$ cat src/rtl/shf_pkg.sv
package shf_pkg;

    typedef enum logic [1:0] {
        SH_SAR  = 2'd0,
        SH_SHR  = 2'd1,
        SH_SHL  = 2'd2,
        SH_SHR2 = 2'd3
    } shift_op_e;

    typedef struct packed {
        logic sat;
        logic ov;
        logic cy;
        logic s;
        logic z;
    } flag_vec_t;

    localparam int FLAG_N = 5;

    localparam flag_vec_t FLAG_WR_SHIFT = '{sat: 1'b0, ov: 1'b1, cy: 1'b1, s: 1'b1, z: 1'b1};

    typedef struct packed {
        logic left;
        logic arith;
    } shift_ctl_t;

    function automatic shift_ctl_t decode_op(input logic [1:0] code);
        shift_ctl_t c;
        c.left  = (code == SH_SHL);
        c.arith = (code == SH_SAR);
        return c;
    endfunction

endpackage

$ cat src/rtl/shf_amount_sel.sv
module shf_amount_sel #(
    parameter int DATA_W = 32,
    parameter int AMT_W  = $clog2(DATA_W)
) (
    input  logic [AMT_W-1:0]  imm_i,
    input  logic [DATA_W-1:0] reg_amt_i,
    input  logic              use_imm_i,
    output logic [AMT_W-1:0]  amt_o
);
    logic amt_hi_unused;
    assign amt_hi_unused = ^reg_amt_i[DATA_W-1:AMT_W];

    always_comb begin
        if (use_imm_i) amt_o = imm_i;
        else           amt_o = reg_amt_i[AMT_W-1:0];
    end
endmodule

$ cat src/rtl/shf_barrel.sv
module shf_barrel #(
    parameter int DATA_W = 32,
    parameter int AMT_W  = $clog2(DATA_W)
) (
    input  logic [DATA_W-1:0] data_i,
    input  logic [AMT_W-1:0]  amt_i,
    input  logic              fill_i,
    output logic [DATA_W-1:0] data_o,
    output logic              last_out_o
);
    localparam int VW = DATA_W + 1;

    logic [VW-1:0] stg [AMT_W+1];

    assign stg[0] = {data_i, 1'b0};

    for (genvar k = 0; k < AMT_W; k++) begin : g_stage
        localparam int SH = 1 << k;
        logic [VW-1:0] moved;
        assign moved      = {{SH{fill_i}}, stg[k][VW-1:SH]};
        assign stg[k + 1] = amt_i[k] ? moved : stg[k];
    end

    assign data_o     = stg[AMT_W][VW-1:1];
    assign last_out_o = stg[AMT_W][0];
endmodule

$ cat src/rtl/shf_flag_gen.sv
module shf_flag_gen
    import shf_pkg::*;
#(
    parameter int DATA_W = 32
) (
    input  logic [DATA_W-1:0] result_i,
    input  logic              carry_i,
    output flag_vec_t         val_o,
    output flag_vec_t         wr_o
);
    always_comb begin
        val_o     = '0;
        val_o.z   = (result_i == '0);
        val_o.s   = result_i[DATA_W-1];
        val_o.cy  = carry_i;
        val_o.ov  = 1'b0;
        val_o.sat = 1'b0;
        wr_o      = FLAG_WR_SHIFT;
    end
endmodule

$ cat src/rtl/shf_unit.sv
module shf_unit
    import shf_pkg::*;
#(
    parameter int DATA_W = 32,
    parameter int AMT_W  = $clog2(DATA_W)
) (
    input  logic [DATA_W-1:0] opnd_i,
    input  logic [AMT_W-1:0]  imm_i,
    input  logic [DATA_W-1:0] reg_amt_i,
    input  logic              use_imm_i,
    input  logic [1:0]        op_i,
    output logic [DATA_W-1:0] result_o,
    output logic [FLAG_N-1:0] flag_val_o,
    output logic [FLAG_N-1:0] flag_wr_o
);
    shift_ctl_t        ctl;
    logic [AMT_W-1:0]  amt;
    logic [DATA_W-1:0] core_in;
    logic [DATA_W-1:0] core_out;
    logic              fill;
    logic              carry;
    flag_vec_t         fval;
    flag_vec_t         fwr;

    assign ctl = decode_op(op_i);

    shf_amount_sel #(.DATA_W(DATA_W), .AMT_W(AMT_W)) u_amt (
        .imm_i     (imm_i),
        .reg_amt_i (reg_amt_i),
        .use_imm_i (use_imm_i),
        .amt_o     (amt)
    );

    // Left shifts reuse the right-shift core on a bit-reversed word.
    always_comb begin
        for (int i = 0; i < DATA_W; i++) begin
            core_in[i] = ctl.left ? opnd_i[DATA_W-1-i] : opnd_i[i];
        end
    end

    assign fill = ctl.arith & opnd_i[DATA_W-1];

    shf_barrel #(.DATA_W(DATA_W), .AMT_W(AMT_W)) u_core (
        .data_i     (core_in),
        .amt_i      (amt),
        .fill_i     (fill),
        .data_o     (core_out),
        .last_out_o (carry)
    );

    always_comb begin
        for (int i = 0; i < DATA_W; i++) begin
            result_o[i] = ctl.left ? core_out[DATA_W-1-i] : core_out[i];
        end
    end

    shf_flag_gen #(.DATA_W(DATA_W)) u_flags (
        .result_i (result_o),
        .carry_i  (carry),
        .val_o    (fval),
        .wr_o     (fwr)
    );

    assign flag_val_o = fval;
    assign flag_wr_o  = fwr;

    always_comb begin
        // arithmetic right keeps the sign bit in place
        if (op_i == SH_SAR)
            p_sign_kept_r2: assert (result_o[DATA_W-1] == opnd_i[DATA_W-1]);
        // logical right by a nonzero distance clears the top bit
        if ((op_i == SH_SHR || op_i == SH_SHR2) && amt != '0)
            p_top_zero_r3: assert (result_o[DATA_W-1] == 1'b0);
        // left shift by a nonzero distance clears the bottom bit
        if (op_i == SH_SHL && amt != '0)
            p_low_zero_r4: assert (result_o[0] == 1'b0);
        // zero distance passes the word and clears carry
        if (amt == '0)
            p_identity_r7: assert (result_o == opnd_i && flag_val_o[2] == 1'b0);
        // zero flag agrees with the result seen at the port
        p_zero_flag_r8: assert (flag_val_o[0] == (result_o == '0));
    end
endmodule

$ cat config.mk
export PLATFORM = sky130hd
export DESIGN_NAME = shf_unit
export DESIGN_NICKNAME = d
export VERILOG_FILES = /design/src/rtl/shf_pkg.sv /design/src/rtl/shf_amount_sel.sv /design/src/rtl/shf_barrel.sv /design/src/rtl/shf_flag_gen.sv /design/src/rtl/shf_unit.sv
export SDC_FILE = /design/constraint.sdc
export NUM_CORES = 1
export LEC_CHECK = 0
export ABC_AREA = 0
export BUFFER_PORTS_ARGS = -buffer_cell sky130_fd_sc_hd__buf_2
export CORE_MARGIN = 3
export CORE_UTILIZATION = 58
export DETAILED_ROUTE_END_ITERATION = 8
export PLACE_DENSITY = 0.91
export SYNTH_ARGS = -nofsm -noshare
export SYNTH_HDL_FRONTEND = slang
export SYNTH_SLANG_ARGS = --single-unit
$ cat constraint.sdc
create_clock -name vclk -period 9.7
set_clock_uncertainty 0.15 [all_clocks]
set_input_delay 1.455 -clock vclk [all_inputs]
set_output_delay 1.455 -clock vclk [all_outputs]
set_load 0.03 [all_outputs]
==> impl_metrics.json <==
{
  "die_w_um": 80.3,
  "yosysUniqueCellTypes": 60,
  "place_hpwl_um": 8060,
  "maxCapViolCount": 0,
  "antennaDiodeCount": 0,
  "grt_pass1_wl_um": 17000,
  "fin_crit_sh_pct": 69.3,
  "seq_area_um2": 0,
  "seq_power_share_pct": 0,
  "critPathCaptureType": "primary output",
  "vias_per_cell": 7.25,
  "gp_congestion": 1.01,
  "p_total_mw": 0.340,
  "drtPass1Iterations": 6,
  "grt_start_max_net_pins": 51,
  "cp_max_fo": 29,
  "instances_no_fill": 517,
  "initial_core_util_pct": 61.1,
  "drive_above_1_share_pct": 34.5,
  "drv_slew": 0,
  "via_count": 3746,
  "powerDensity_nw_per_um2": 97.3,
  "startpoint": "op_i[1]",
  "switching_share_pct": 63.5,
  "dp.cells": 517,
  "tns_ns": 0,
  "nFlopsAndLatches": 0,
  "die_height_um": 80.3,
  "path_class": "in2out",
  "syn-cell-area_um2": 3200,
  "drt-initial-drc-count": 505,
  "rsz0062_at_grt": "false",
  "hold_viol_final": 0,
  "status": "complete, no violations",
  "start_kind": "input port",
  "worst_pin_slew_ns": 0.984,
  "period_needed_ns": 6.73,
  "std_cell_rows": 26,
  "syn2layout_area_growth_pct": 9.18,
  "ir_drop_v": 0.0000477,
  "yosys_warnings": 0,
  "leakage_nw": 1.44,
  "p_comb_share_pct": 100.0,
  "hold_class": "in2out",
  "nFillCells": 500,
  "min-delay-start": "op_i[0]",
  "cts_resized": 0,
  "power.internal_mw": 0.124,
  "io_buffer_count": 80,
  "syn_area_per_cell_um2": 7.98,
  "switchingPower_mw": 0.216,
  "setup_violations": 0,
  "hold_depth": 5,
  "wl_per_cell_um": 20.4,
  "postCtsHoldBufs": 0,
  "nNetsFinal": 521,
  "fmax_mhz": 149,
  "post-route-drc-count": 0,
  "syn_inst": 401,
  "pwr-share-clk_pct": 0,
  "postRouteWirelength_um": 10500,
  "ios": 114,
  "overflow": 0,
  "core-area_um2": 5240,
  "grt_usage_pct": 32.8,
  "grt_pass1_vias": 3307,
  "num-clock-buffers": 0,
  "ys_seq_area_share_pct": 0,
  "die-area_um2": 6450,
  "critical_path_arrival_ns": 5.12,
  "antenna_found_initial": 0,
  "ant_nets": 0,
  "critPathRequiredTime_ns": 8.10,
  "post-cts-setup-buffers": 0,
  "relSlewSlack_pct": 34.2
}
## cells by family after synthesis
family                 after synthesis  share of synthesized area (%)
XOR/XNOR                             1                          0.274
AO/OA/AOI/OAI                      113                           23.4
multiplexers                       104                           47.8
AND/OR/NAND/NOR                    134                           19.1
other                                2                          0.235
buffers and inverters               47                           9.18
## cell usage in the layout (no fill, tap or decap), drive strengths merged, types with 3 or more instances in the layout
| cell | Yosys | final |
|---|---|---|
| mux4 | 35 | 35 |
| a21oi | 38 | 38 |
| mux2i | 56 | 56 |
| nor4 | 6 | 6 |
| o211ai | 3 | 3 |
| nand3 | 9 | 9 |
| mux2 | 13 | 13 |
| nor3 | 12 | 12 |
| o22ai | 12 | 12 |
| o221ai | 3 | 3 |
| conb | 2 | 7 |
| buf | 30 | 88 |
| a311oi | 3 | 3 |
| a22oi | 4 | 4 |
| nand2 | 38 | 38 |
| a211oi | 9 | 9 |
| and2 | 4 | 4 |
| o21ai | 17 | 17 |
| nor2 | 51 | 51 |
## layer usage
metal / part of all wire [%] / vias up / global-route usage (%)
met5: 0 / - / 0
met4: 3.3 / 0 / 9.29
met3: 10 / 41 / 1.57
met2: 46 / 305 / 53.7
met1: 40 / 1740 / 46.8
li1: - / 1660 / -
## power by group through the flow
stage / clock, mW / combinational [mW] / sequential [mW]
detailed placement: 0 / 0.331 / 0
floorplan: 0 / 0.254 / 0
finish: 0 / 0.340 / 0
CTS: 0 / 0.332 / 0
global placement: 0 / 0.324 / 0
global route: 0 / 0.362 / 0
## synthesized netlist by cell type (3+ instances only)
| master | instances | area, um2 |
|---|---|---|
| mux2i_1 | 49 | 490 |
| buf_4 | 12 | 90.1 |
| o21ai_0 | 15 | 75.1 |
| o211ai_1 | 3 | 22.5 |
| mux2i_2 | 6 | 82.6 |
| nand2_1 | 38 | 143 |
| a22oi_1 | 4 | 30.0 |
| mux2_2 | 13 | 146 |
| a311oi_1 | 3 | 26.3 |
| o22ai_1 | 12 | 75.1 |
| buf_6 | 4 | 45.0 |
| a211oi_1 | 9 | 67.6 |
| a21oi_1 | 37 | 185 |
| clkbuf_1 | 17 | 63.8 |
| nor2_1 | 51 | 191 |
| and2_1 | 3 | 18.8 |
| nor4_1 | 5 | 31.3 |
| o221ai_1 | 3 | 26.3 |
| nand3_1 | 9 | 45.0 |
| nor3_1 | 12 | 60.1 |
| buf_1 | 4 | 15.0 |
| mux4_2 | 35 | 788 |
| buf_2 | 8 | 40.0 |
## worst max-delay path, stage by stage
cell and delay [ns]:
buf_2 0.11, nor2b_4 0.81, mux4_2 0.66, mux2i_1 0.46, nor3_1 0.08, a221oi_1 0.24
o21ai_0 0.26, nor4bb_1 0.40, nand4_1 0.16, nor4_2 0.24, buf_2 0.23
## metrics by stage
stage / hold WS (ns) / area (um2) / setup WS, ns / utilization, %
after floorplan: 3.25 / 3220 / 3.49 / -
after global placement: 3.37 / 3500 / 3.02 / 66.7
after detailed placement: 3.40 / 3500 / 3.00 / 66.7
after CTS: 3.40 / 3500 / 3.00 / 66.7
after global routing: 3.45 / 3500 / 2.58 / 66.7
final: 3.39 / 3500 / 2.97 / 66.7
## layout make-up
cell class | instances | area [um2] | share of cell area, %
tap | 70 | 87.6 | 2.51
timing repair buffer | 88 | 460 | 13.2
multi-input combinational | 359 | 2950 | 84.3
## worst paths after layout
| check | endpoint | slack [ns] |
|---|---|---|
| worst max-delay path | flag_val_o[0] | 2.97 |
| worst min-delay path | result_o[16] | 3.39 |
Power figures use the tool's default switching activity.
